==> src/rtl/ctl3w_pkg.sv <==
package ctl3w_pkg;
   localparam int BYTE_W = 8;
   localparam int ADDR_W = 6;
   localparam int VOL_W  = 6;
   localparam int FMT_W  = 3;

   typedef enum logic [1:0] {
      XT_DATA   = 2'b00,
      XT_UNUSED1 = 2'b01,
      XT_STATUS = 2'b10,
      XT_UNUSED3 = 2'b11
   } xfer_t;

   typedef enum logic [1:0] {
      CR_512 = 2'b00,
      CR_384 = 2'b01,
      CR_256 = 2'b10,
      CR_RSV = 2'b11
   } clk_ratio_t;

   localparam logic [FMT_W-1:0] FMT_MAX = 3'd4;

   typedef struct packed {
      logic [1:0]       clk_ratio;
      logic [FMT_W-1:0] in_fmt;
      logic [VOL_W-1:0] volume;
      logic [1:0]       deemph;
      logic             mute;
   } ctl_regs_t;
endpackage

==> src/rtl/ctl3w_sync.sv <==
module ctl3w_sync #(
   parameter int WIDTH  = 3,
   parameter int STAGES = 2
) (
   input  logic             clk,
   input  logic             rst_n,
   input  logic [WIDTH-1:0] d_i,
   output logic [WIDTH-1:0] q_o
);
   if (STAGES < 2) begin : g_bad_stages
      $error("ctl3w_sync: STAGES must be at least 2");
   end
   if (WIDTH < 1) begin : g_bad_width
      $error("ctl3w_sync: WIDTH must be at least 1");
   end

   logic [WIDTH-1:0] stg [STAGES];

   for (genvar i = 0; i < STAGES; i++) begin : g_stage
      if (i == 0) begin : g_first
         always_ff @(posedge clk or negedge rst_n) begin
            if (!rst_n) stg[i] <= '0;
            else        stg[i] <= d_i;
         end
      end else begin : g_next
         always_ff @(posedge clk or negedge rst_n) begin
            if (!rst_n) stg[i] <= '0;
            else        stg[i] <= stg[i-1];
         end
      end
   end

   assign q_o = stg[STAGES-1];
endmodule

==> src/rtl/ctl3w_shifter.sv <==
module ctl3w_shifter #(
   parameter int BYTE_W = 8
) (
   input  logic              clk,
   input  logic              rst_n,
   input  logic              mode_s,
   input  logic              sclk_s,
   input  logic              sdata_s,
   output logic              byte_vld,
   output logic              byte_is_addr,
   output logic [BYTE_W-1:0] byte_q
);
   localparam int CNT_W = (BYTE_W > 2) ? $clog2(BYTE_W) : 1;
   localparam logic [CNT_W-1:0] CNT_LAST = CNT_W'(BYTE_W - 1);

   if (BYTE_W < 2) begin : g_bad_byte
      $error("ctl3w_shifter: BYTE_W must be at least 2");
   end

   logic              sclk_d;
   logic              mode_d;
   logic [CNT_W-1:0]  cnt;
   logic [BYTE_W-1:0] shreg;
   logic [BYTE_W-1:0] shnext;
   logic              rise;

   assign rise   = sclk_s & ~sclk_d;
   assign shnext = {shreg[BYTE_W-2:0], sdata_s};

   always_ff @(posedge clk or negedge rst_n) begin
      if (!rst_n) begin
         sclk_d       <= 1'b0;
         mode_d       <= 1'b0;
         cnt          <= '0;
         shreg        <= '0;
         byte_vld     <= 1'b0;
         byte_is_addr <= 1'b0;
         byte_q       <= '0;
      end else begin
         sclk_d   <= sclk_s;
         mode_d   <= mode_s;
         byte_vld <= 1'b0;
         if (mode_s != mode_d) begin
            cnt <= '0;
         end else if (rise) begin
            shreg <= shnext;
            if (cnt == CNT_LAST) begin
               cnt          <= '0;
               byte_vld     <= 1'b1;
               byte_q       <= shnext;
               byte_is_addr <= ~mode_s;
            end else begin
               cnt <= cnt + 1'b1;
            end
         end
      end
   end


   pulse_single_chk: assert property (@(posedge clk) disable iff (!rst_n)
      byte_vld |=> !byte_vld);


   restart_on_mode_chk: assert property (@(posedge clk) disable iff (!rst_n)
      (mode_s != mode_d) |=> (cnt == '0 && !byte_vld));
endmodule

==> src/rtl/ctl3w_regfile.sv <==
module ctl3w_regfile
   import ctl3w_pkg::*;
#(
   parameter logic [ADDR_W-1:0] DEV_ADDR = 6'b000101
) (
   input  logic              clk,
   input  logic              rst_n,
   input  logic              byte_vld,
   input  logic              byte_is_addr,
   input  logic [BYTE_W-1:0] byte_q,
   output ctl_regs_t         regs
);
   if (BYTE_W != ADDR_W + 2) begin : g_bad_layout
      $error("ctl3w_regfile: address and type must fill one byte");
   end

   logic  sel_q;
   xfer_t type_q;
   logic  data_wr;
   logic [1:0] sub;
   logic       status_ok;

   assign data_wr   = byte_vld && !byte_is_addr && sel_q;
   assign sub       = byte_q[7:6];
   assign status_ok = (byte_q[5:4] != CR_RSV) && (byte_q[3:1] <= FMT_MAX);

   always_ff @(posedge clk or negedge rst_n) begin
      if (!rst_n) begin
         sel_q  <= 1'b0;
         type_q <= XT_DATA;
      end else if (byte_vld && byte_is_addr) begin
         sel_q  <= (byte_q[BYTE_W-1:2] == DEV_ADDR);
         type_q <= xfer_t'(byte_q[1:0]);
      end
   end

   always_ff @(posedge clk or negedge rst_n) begin
      if (!rst_n) begin
         regs <= '0;
      end else if (data_wr) begin
         unique case (type_q)
            XT_STATUS: begin
               if (sub == 2'b00 && status_ok) begin
                  regs.clk_ratio <= byte_q[5:4];
                  regs.in_fmt    <= byte_q[3:1];
               end
            end
            XT_DATA: begin
               if (sub == 2'b00) begin
                  regs.volume <= byte_q[5:0];
               end else if (sub == 2'b01) begin
                  regs.deemph <= byte_q[4:3];
                  regs.mute   <= byte_q[2];
               end
            end
            default: ;
         endcase
      end
   end


   hold_unless_sel_chk: assert property (@(posedge clk) disable iff (!rst_n)
      !(byte_vld && !byte_is_addr && sel_q) |=> $stable(regs));


   ratio_legal_chk: assert property (@(posedge clk) disable iff (!rst_n)
      regs.clk_ratio != CR_RSV);


   fmt_range_chk: assert property (@(posedge clk) disable iff (!rst_n)
      regs.in_fmt <= FMT_MAX);


   unused_type_chk: assert property (@(posedge clk) disable iff (!rst_n)
      (byte_vld && !byte_is_addr && type_q[0]) |=> $stable(regs));
endmodule

==> src/rtl/ctl3w_slave.sv <==
module ctl3w_slave
   import ctl3w_pkg::*;
#(
   parameter int                SYNC_STAGES = 2,
   parameter logic [ADDR_W-1:0] DEV_ADDR    = 6'b000101
) (
   input  logic       clk,
   input  logic       rst_n,
   input  logic       ctl_mode_i,
   input  logic       ctl_clk_i,
   input  logic       ctl_data_i,
   output logic [1:0] clk_ratio_o,
   output logic [2:0] in_fmt_o,
   output logic [5:0] volume_o,
   output logic [1:0] deemph_o,
   output logic       mute_o
);
   logic [2:0]        pins_s;
   logic              byte_vld;
   logic              byte_is_addr;
   logic [BYTE_W-1:0] byte_q;
   ctl_regs_t         regs;

   ctl3w_sync #(.WIDTH(3), .STAGES(SYNC_STAGES)) u_sync (
      .clk   (clk),
      .rst_n (rst_n),
      .d_i   ({ctl_mode_i, ctl_clk_i, ctl_data_i}),
      .q_o   (pins_s)
   );

   ctl3w_shifter #(.BYTE_W(BYTE_W)) u_shift (
      .clk          (clk),
      .rst_n        (rst_n),
      .mode_s       (pins_s[2]),
      .sclk_s       (pins_s[1]),
      .sdata_s      (pins_s[0]),
      .byte_vld     (byte_vld),
      .byte_is_addr (byte_is_addr),
      .byte_q       (byte_q)
   );

   ctl3w_regfile #(.DEV_ADDR(DEV_ADDR)) u_regs (
      .clk          (clk),
      .rst_n        (rst_n),
      .byte_vld     (byte_vld),
      .byte_is_addr (byte_is_addr),
      .byte_q       (byte_q),
      .regs         (regs)
   );

   assign clk_ratio_o = regs.clk_ratio;
   assign in_fmt_o    = regs.in_fmt;
   assign volume_o    = regs.volume;
   assign deemph_o    = regs.deemph;
   assign mute_o      = regs.mute;
endmodule

==> config.mk <==
export PLATFORM = sky130hd
export DESIGN_NAME = ctl3w_slave
export DESIGN_NICKNAME = d
export VERILOG_FILES = /design/src/rtl/ctl3w_pkg.sv /design/src/rtl/ctl3w_sync.sv /design/src/rtl/ctl3w_shifter.sv /design/src/rtl/ctl3w_regfile.sv /design/src/rtl/ctl3w_slave.sv
export SDC_FILE = /design/constraint.sdc
export NUM_CORES = 1
export LEC_CHECK = 0
export BUFFER_PORTS_ARGS = -buffer_cell sky130_fd_sc_hd__buf_4
export CORE_MARGIN = 2
export CORE_UTILIZATION = 56
export DETAILED_ROUTE_END_ITERATION = 7
export PLACE_DENSITY_LB_ADDON = 0.08
export SLEW_MARGIN = 20
export SYNTH_ARGS = -nofsm -noshare
export SYNTH_HDL_FRONTEND = slang
export SYNTH_HIERARCHICAL = 1
export SYNTH_SLANG_ARGS = --single-unit
==> constraint.sdc <==
create_clock -name clk -period 2.1 [get_ports clk]
set_input_delay 0.21 -clock clk [delete_from_list [all_inputs] [get_ports clk]]
set_output_delay 0.21 -clock clk [all_outputs]
set_load 0.03 [all_outputs]
==> impl_results.md, run 1 <==
- Static leakage: 1.01 nW
- Mapped Cells: 107
- RD Place Congestion: 0.676
- Port-buffer cells: 18
- Critical path type: reg2reg
- Register area: 1130 sq um
- ANT nets after route: 0
- Worst-path fanout max: 10
- Period minus WS final: 1790 ps
- Arr. time, crit path: 2030 ps
- Vias in the first global route: 959
- Net count after synthesis: 114
- Register bit total from synthesis: 45
- Number of buffers created by CTS: 5
- Reg-to-reg endpoint: u_shift/byte_q[2]
- Die H: 60.2 microns
- Register area share after synthesis: 63.6%
- # IOs: 19
- TritonCTS clock tree: built
- # fillers: 224
- WP buf/inv: 1
- Area Overhead vs Synth: 16.5%
- Yosys warns: 6
- Crit path max-delay family: simple AND/OR/NAND/NOR gates
- Flop2flop setup slack: 310 ps
- Max-cap violations: 0
- Initial antenna violation count: 0
- Die area: 3630 sq um
- DP Wirelength: 1830 microns
- Overall Power: 1.63 mW
- Slowest CP cell: nor3_4
- Vias: 920
- Overflow after GRT: 0
- Hold WC Path Type: reg2reg
- Peak supply drop: 0.581 mV
- Register-to-Register Path Depth: 5
- Worst-path clk slew: 130 ps
- Worst R2R Start: u_shift/cnt[0]
- Final hold vios: 0
- Largest net degree at the start of global routing: 46
- Drc violations: 0
- Pins Over Slew Limit: 0
- Nets: 139
- Synth area leaders: dfrtp_1, mux2_2, mux2i_1
- Clock latency at the later pin of the worst-skew pair: 350 ps
- Crit end category: flip-flop
- Final Cycle Share: 85.1%
- Vias/cell: 5.20
- Core area: 3030 sq um
- Multi-input gate area: 611 sq um
- Netlist cell types: 21
- Post-Route WL: 2680 microns
- CTS Root Cell: clkbuf_4
- Bufs on Longest Clock Path: 2
- Most frequent cells in the layout: dfrtp_1, mux2_2, buf_4
- Crit path to: u_shift/byte_q[2]
- Layout cell share with drive strength beyond 1: 48.9%
- Worst hold slack: 363 ps
- Initial core utilization: 58.5%
- CP startpoint: u_shift/cnt[0]
- # clock sinks: 45
- Crit path top cell by count: ha_1
- CTS resizes: 0
- GRT Util Overall: 18.1%
- Clk_skew: 7.46 ps
- Site Rows: 20
- CP max stage delay: 460 ps
- Tightest Pin Transition: 542 ps
- Synth top area share: 63.6%
- Synthesized area per cell: 16.6 sq um
- RSZ-0062 raised after global routing: false
- Max Freq: 560 MHz
- Hold path start: u_sync/stg[4]
- DR WL/cell: 15.1 microns
- DRT Pass-1 Iters: 4
- Setup TNS Final: 0 ps
- Die Wd: 60.2 microns
- WP depth: 5
- H-tree Lvls: 2
- Inserted Diodes: 0
- Relative max-transition margin: 63.9%
- Mapped Area: 1770 sq um
- Pwr dens: 789 nW/um^2
- Area leader, netlist: dfrtp_1
- Finish-stage setup viols: 0
- Crit path required time: 2340 ps
- Commonest non-fill, non-tap cell in the layout: dfrtp_1
- First-pass GRT wire length: 4630 microns
- Outcome: completed
- Crit path cell chain: ha_1, ha_1, inv_1, nor3_4, mux2_2
- Startpoint types: flip-flop
- Initial DRC count: 16
[stage by stage]
step	setup slack, ps	util, %	std cells	instance area, sq um
after floorplan	545	-	107	1770
after global placement	431	63.9	165	1930
after detailed placement	362	63.9	165	1930
after CTS	345	68.1	177	2060
after global routing	220	68.1	177	2060
final	313	68.1	177	2060
[cells by family after synthesis]
group | Yosys count | synth area share [%]
AOI/OAI and AO/OA | 2 | 0.777
muxes | 35 | 22.0
adders and majority gates | 2 | 1.41
xor gates and xnor gates | 1 | 0.918
DFF | 45 | 63.6
and+or+nand+nor | 16 | 9.39
buffers and inverters | 6 | 1.98
[cell usage after synthesis]
cell type and n:
nand2b_1 1, buf_2 1, ha_1 2, mux2_2 31, mux2i_1 4, nand4b_2 1, xor2_2 1, nor4b_4 1
nor2_1 4, buf_4 3, o21ai_0 1, o41ai_1 1, nand4bb_1 1, nor3b_2 1, inv_1 2, nor4_4 1
dfrtp_1 45, nand2_1 3, nor2_2 1, nor3_4 1, nand4bb_4 1
[what timing repair did]
action / CTS / global route
endpoints found under the hold margin: 48 / 0
hold buffers: 4 / 0
setup buffers: 0 / 0
[flip-flops by register name, indices dropped and copies added (netlist names)]
name,flops
u_regs/regs,14
u_regs/sel_q,1
u_regs/type_q,2
u_shift/byte_is_addr,1
u_shift/byte_q,8
u_shift/byte_vld,1
u_shift/cnt,3
u_shift/mode_d,1
u_shift/sclk_d,1
u_shift/shreg,7
u_sync/q_o,3
u_sync/stg,3
[worst min path at each step]
stage	slack, ps	end	depth (start not counted)
2_1_floorplan	-90	u_regs/regs[0]	0
3_3_place_gp	230	u_shift/cnt[2]	1
3_5_place_dp	240	u_shift/cnt[2]	1
4_1_cts	360	u_sync/q_o[1]	0
5_1_grt	380	u_sync/q_o[0]	0
6_report	360	u_sync/q_o[1]	0
[layer usage]
layer	share of wire, %	vias up	global-route usage, %
met3	3.0	4	5.84
met5	0	-	0
met1	45	472	23.9
li1	-	427	-
met2	51	17	28.1
met4	1.0	0	6.67
[where the power goes]
part           switching, mW  internal [mW]
clock                  0.266          0.283
combinational         0.0427         0.0604
sequential            0.0429          0.932
[cell type report]
type	instances	share of cell area, %
Inverter	2	0.364
Sequential cell	45	54.6
Clock inverter	2	1.82
Clock buffer	6	2.49
Timing Repair Buffer	22	8.49
Multi-Input combinational cell	56	29.6
Tap cell	44	2.67
(Power assumes the default switching activity.)
==> run 2, diff against run 1 <==
--- a/config.mk
+++ b/config.mk
@@ -9,7 +9,7 @@
 export CORE_MARGIN = 2
 export CORE_UTILIZATION = 56
 export DETAILED_ROUTE_END_ITERATION = 7
-export PLACE_DENSITY_LB_ADDON = 0.08
+export PLACE_DENSITY = 0.73
 export SLEW_MARGIN = 20
 export SYNTH_ARGS = -nofsm -noshare
 export SYNTH_HDL_FRONTEND = slang
==> run 2 against run 1 <==
Total power down 8.9%. Cell count down 0.56%. Die area is the same. Utilization decreased by 1.1 points. Critical endpoint is now u_shift/byte_q[0].
==> impl_results.md, run 2 (synthesis results as in run 1) <==
- Outcome: completed
- Static leakage: 0.992 nW (-1.3%)
- Top reg by flops: u_regs/regs
- Drc violations: 0 (unchanged)
- Clock latency at the later pin of the worst-skew pair: 350 ps (about the same)
- # fillers: 222 (-0.89%)
- Post-Route WL: 2670 microns (-0.11%)
- DRT Pass-1 Iters: 4 (unchanged)
- Clk_skew: 9.92 ps (+2.46 ps)
- ANT nets after route: 0 (unchanged)
- Crit path required time: 2340 ps (about the same)
- Setup TNS Final: 0 ps (unchanged)
- CTS Root Cell: clkbuf_4
- Max reg flops: 14 (unchanged)
- Hold path start: u_sync/stg[5]
- Peak supply drop: 0.479 mV (-17%)
- Pwr dens: 731 nW/um^2 (-7.4%)
- Tightest Pin Transition: 543 ps (+0.463 ps)
- Register area: 1130 sq um (unchanged)
- Relative max-transition margin: 63.8% (about the same)
- CP max stage delay: 470 ps (about the same)
- CTS resizes: 0 (unchanged)
- Arr. time, crit path: 2010 ps (-20 ps)
- # IOs: 19 (unchanged)
- Die area: 3630 sq um (unchanged)
- Fin area: 2030 sq um (-1.6%)
- Hold WC Path Type: reg2reg
- Multi-input gate area: 611 sq um (unchanged)
- TritonCTS clock tree: built
- Pre-CTS WS: 357 ps (-4.61 ps)
- Area Overhead vs Synth: 14.5%
- Largest registers: u_regs/regs: 14 flops, u_shift/byte_q: 8 flops, u_shift/shreg: 7 flops
- Cell depth of the worst min-delay path: 0 (unchanged)
- Core area: 3030 sq um (unchanged)
- Critical path type: reg2reg
- Nets: 139 (unchanged)
- Inserted Diodes: 0 (unchanged)
- Crit path cell chain: ha_1, ha_1, inv_1, nor3_4, mux2_2
- RSZ-0062 raised after global routing: false
- Die Wd: 60.2 microns (unchanged)
- Overflow after GRT: 0 (unchanged)
- Worst-path clk slew: 120 ps (about the same)
- Slowest CP cell: nor3_4
- DP Area: 1930 sq um (unchanged)
- Initial core utilization: 58.5% (unchanged)
- Max-cap violations: 0 (unchanged)
- GRT Util Overall: 18.4% (+0.23 points)
- Final Cycle Share: 84.3% (-0.81 points)
- Worst R2R Start: u_shift/cnt[0]
- Final hold vios: 0 (unchanged)
- Die H: 60.2 microns (unchanged)
- Bufs on Longest Clock Path: 2 (unchanged)
- Crit end category: flip-flop
- Most frequent cells in the layout: dfrtp_1, mux2_2, buf_4
- RD Place Congestion: 0.681 (+0.69%)
- PnR worst setup slack: 330 ps (+17.0 ps)
- Reg-to-reg endpoint: u_shift/byte_q[0]
- DR WL/cell: 15.2 microns (+0.46%)
- First-pass GRT wire length: 4590 microns (-0.89%)
- Worst-path fanout max: 10 (unchanged)
- Commonest non-fill, non-tap cell in the layout: dfrtp_1
- Max Freq: 565 MHz (+0.96%)
- Flop2flop setup slack: 330 ps (+20 ps)
- Vias/cell: 5.25 (+1.0%)
- Finish-stage setup viols: 0 (unchanged)
- Largest net degree at the start of global routing: 46 (unchanged)
- DP Wirelength: 1890 microns (+3.2%)
- Period minus WS final: 1770 ps (-17.0 ps)
- Vias in the first global route: 956 (-0.31%)
- Crit path top cell by count: ha_1
- H-tree Lvls: 2 (unchanged)
- Number of buffers created by CTS: 5 (unchanged)
- Initial antenna violation count: 0 (unchanged)
- Register-to-Register Path Depth: 5 (unchanged)
- Pins Over Slew Limit: 0 (unchanged)
- Site Rows: 20 (unchanged)
- Layout cell share with drive strength beyond 1: 47.7% (-1.1 points)
- Initial DRC count: 35 (+19)
- Startpoint types: flip-flop
- # clock sinks: 45 (unchanged)
- Port-buffer cells: 18 (unchanged)
- Hold Path End: u_sync/q_o[2]
- Vias: 924 (+0.43%)
==> run 2: critical path, delay by kind of cell (launching register included) <==
kind                     cells  cell delay [ps]
multiplexers                 1              400
AND/OR/NAND/NOR              1              470
adder cells (fa/ha/maj)      2              330
flip-flops                   1              400
buffers and inverters        1               70
==> run 2: cell type report <==
type | instances | share of cell area [%]
tap | 44 | 2.71
inverter | 2 | 0.370
sequential | 45 | 55.5
clock buffer | 7 | 2.71
multi-input combinational | 56 | 30.1
timing repair buffer | 22 | 8.63
==> run 2: stage by stage <==
step / power [mW] / utilization, % / hold WS, ps / cells
2_1_floorplan: 1.05 / - / -85.6 / 107
3_3_place_gp: 1.09 / 63.9 / 223 / 165
3_5_place_dp: 1.10 / 63.9 / 236 / 165
4_1_cts: 1.51 / 67.0 / 366 / 176
5_1_grt: 1.56 / 67.0 / 378 / 176
6_report: 1.48 / 67.0 / 365 / 176
==> run 2: power breakdown <==
| part | switching, mW | internal, mW | total [mW] |
|---|---|---|---|
| combinational | 0.0429 | 0.0602 | 0.103 |
| sequential | 0.0459 | 0.933 | 0.978 |
| clock | 0.243 | 0.158 | 0.401 |
| total | 0.332 | 1.15 | 1.48 |
==> run 2: how the worst max path moves through the flow <==
stage	start	to	depth (start not counted)
floorplan	u_shift/cnt[0]	u_shift/byte_q[0]	5
global placement	u_shift/cnt[0]	u_shift/byte_q[5]	5
detailed placement	u_shift/cnt[0]	u_shift/byte_q[1]	5
CTS	u_shift/cnt[0]	u_shift/byte_q[1]	5
global route	u_shift/cnt[0]	u_shift/byte_q[1]	5
finish	u_shift/cnt[0]	u_shift/byte_q[0]	5
==> run 2: what timing repair did <==
action / 4_1_cts / 5_1_grt
buffers inserted: 0 / 0
hold buffers: 4 / 0
endpoints found under the setup margin: 0 / 0
endpoints found under the hold margin: 48 / 0
==> run 2: per-layer routing <==
| layer | part of all wire (%) | up-vias | track usage, % |
|---|---|---|---|
| met4 | 1.8 | 0 | 7.62 |
| met5 | 0 | - | 0 |
| met3 | 4.5 | 5 | 6.49 |
| met2 | 49 | 21 | 25.6 |
| li1 | - | 426 | - |
| met1 | 45 | 472 | 26.1 |
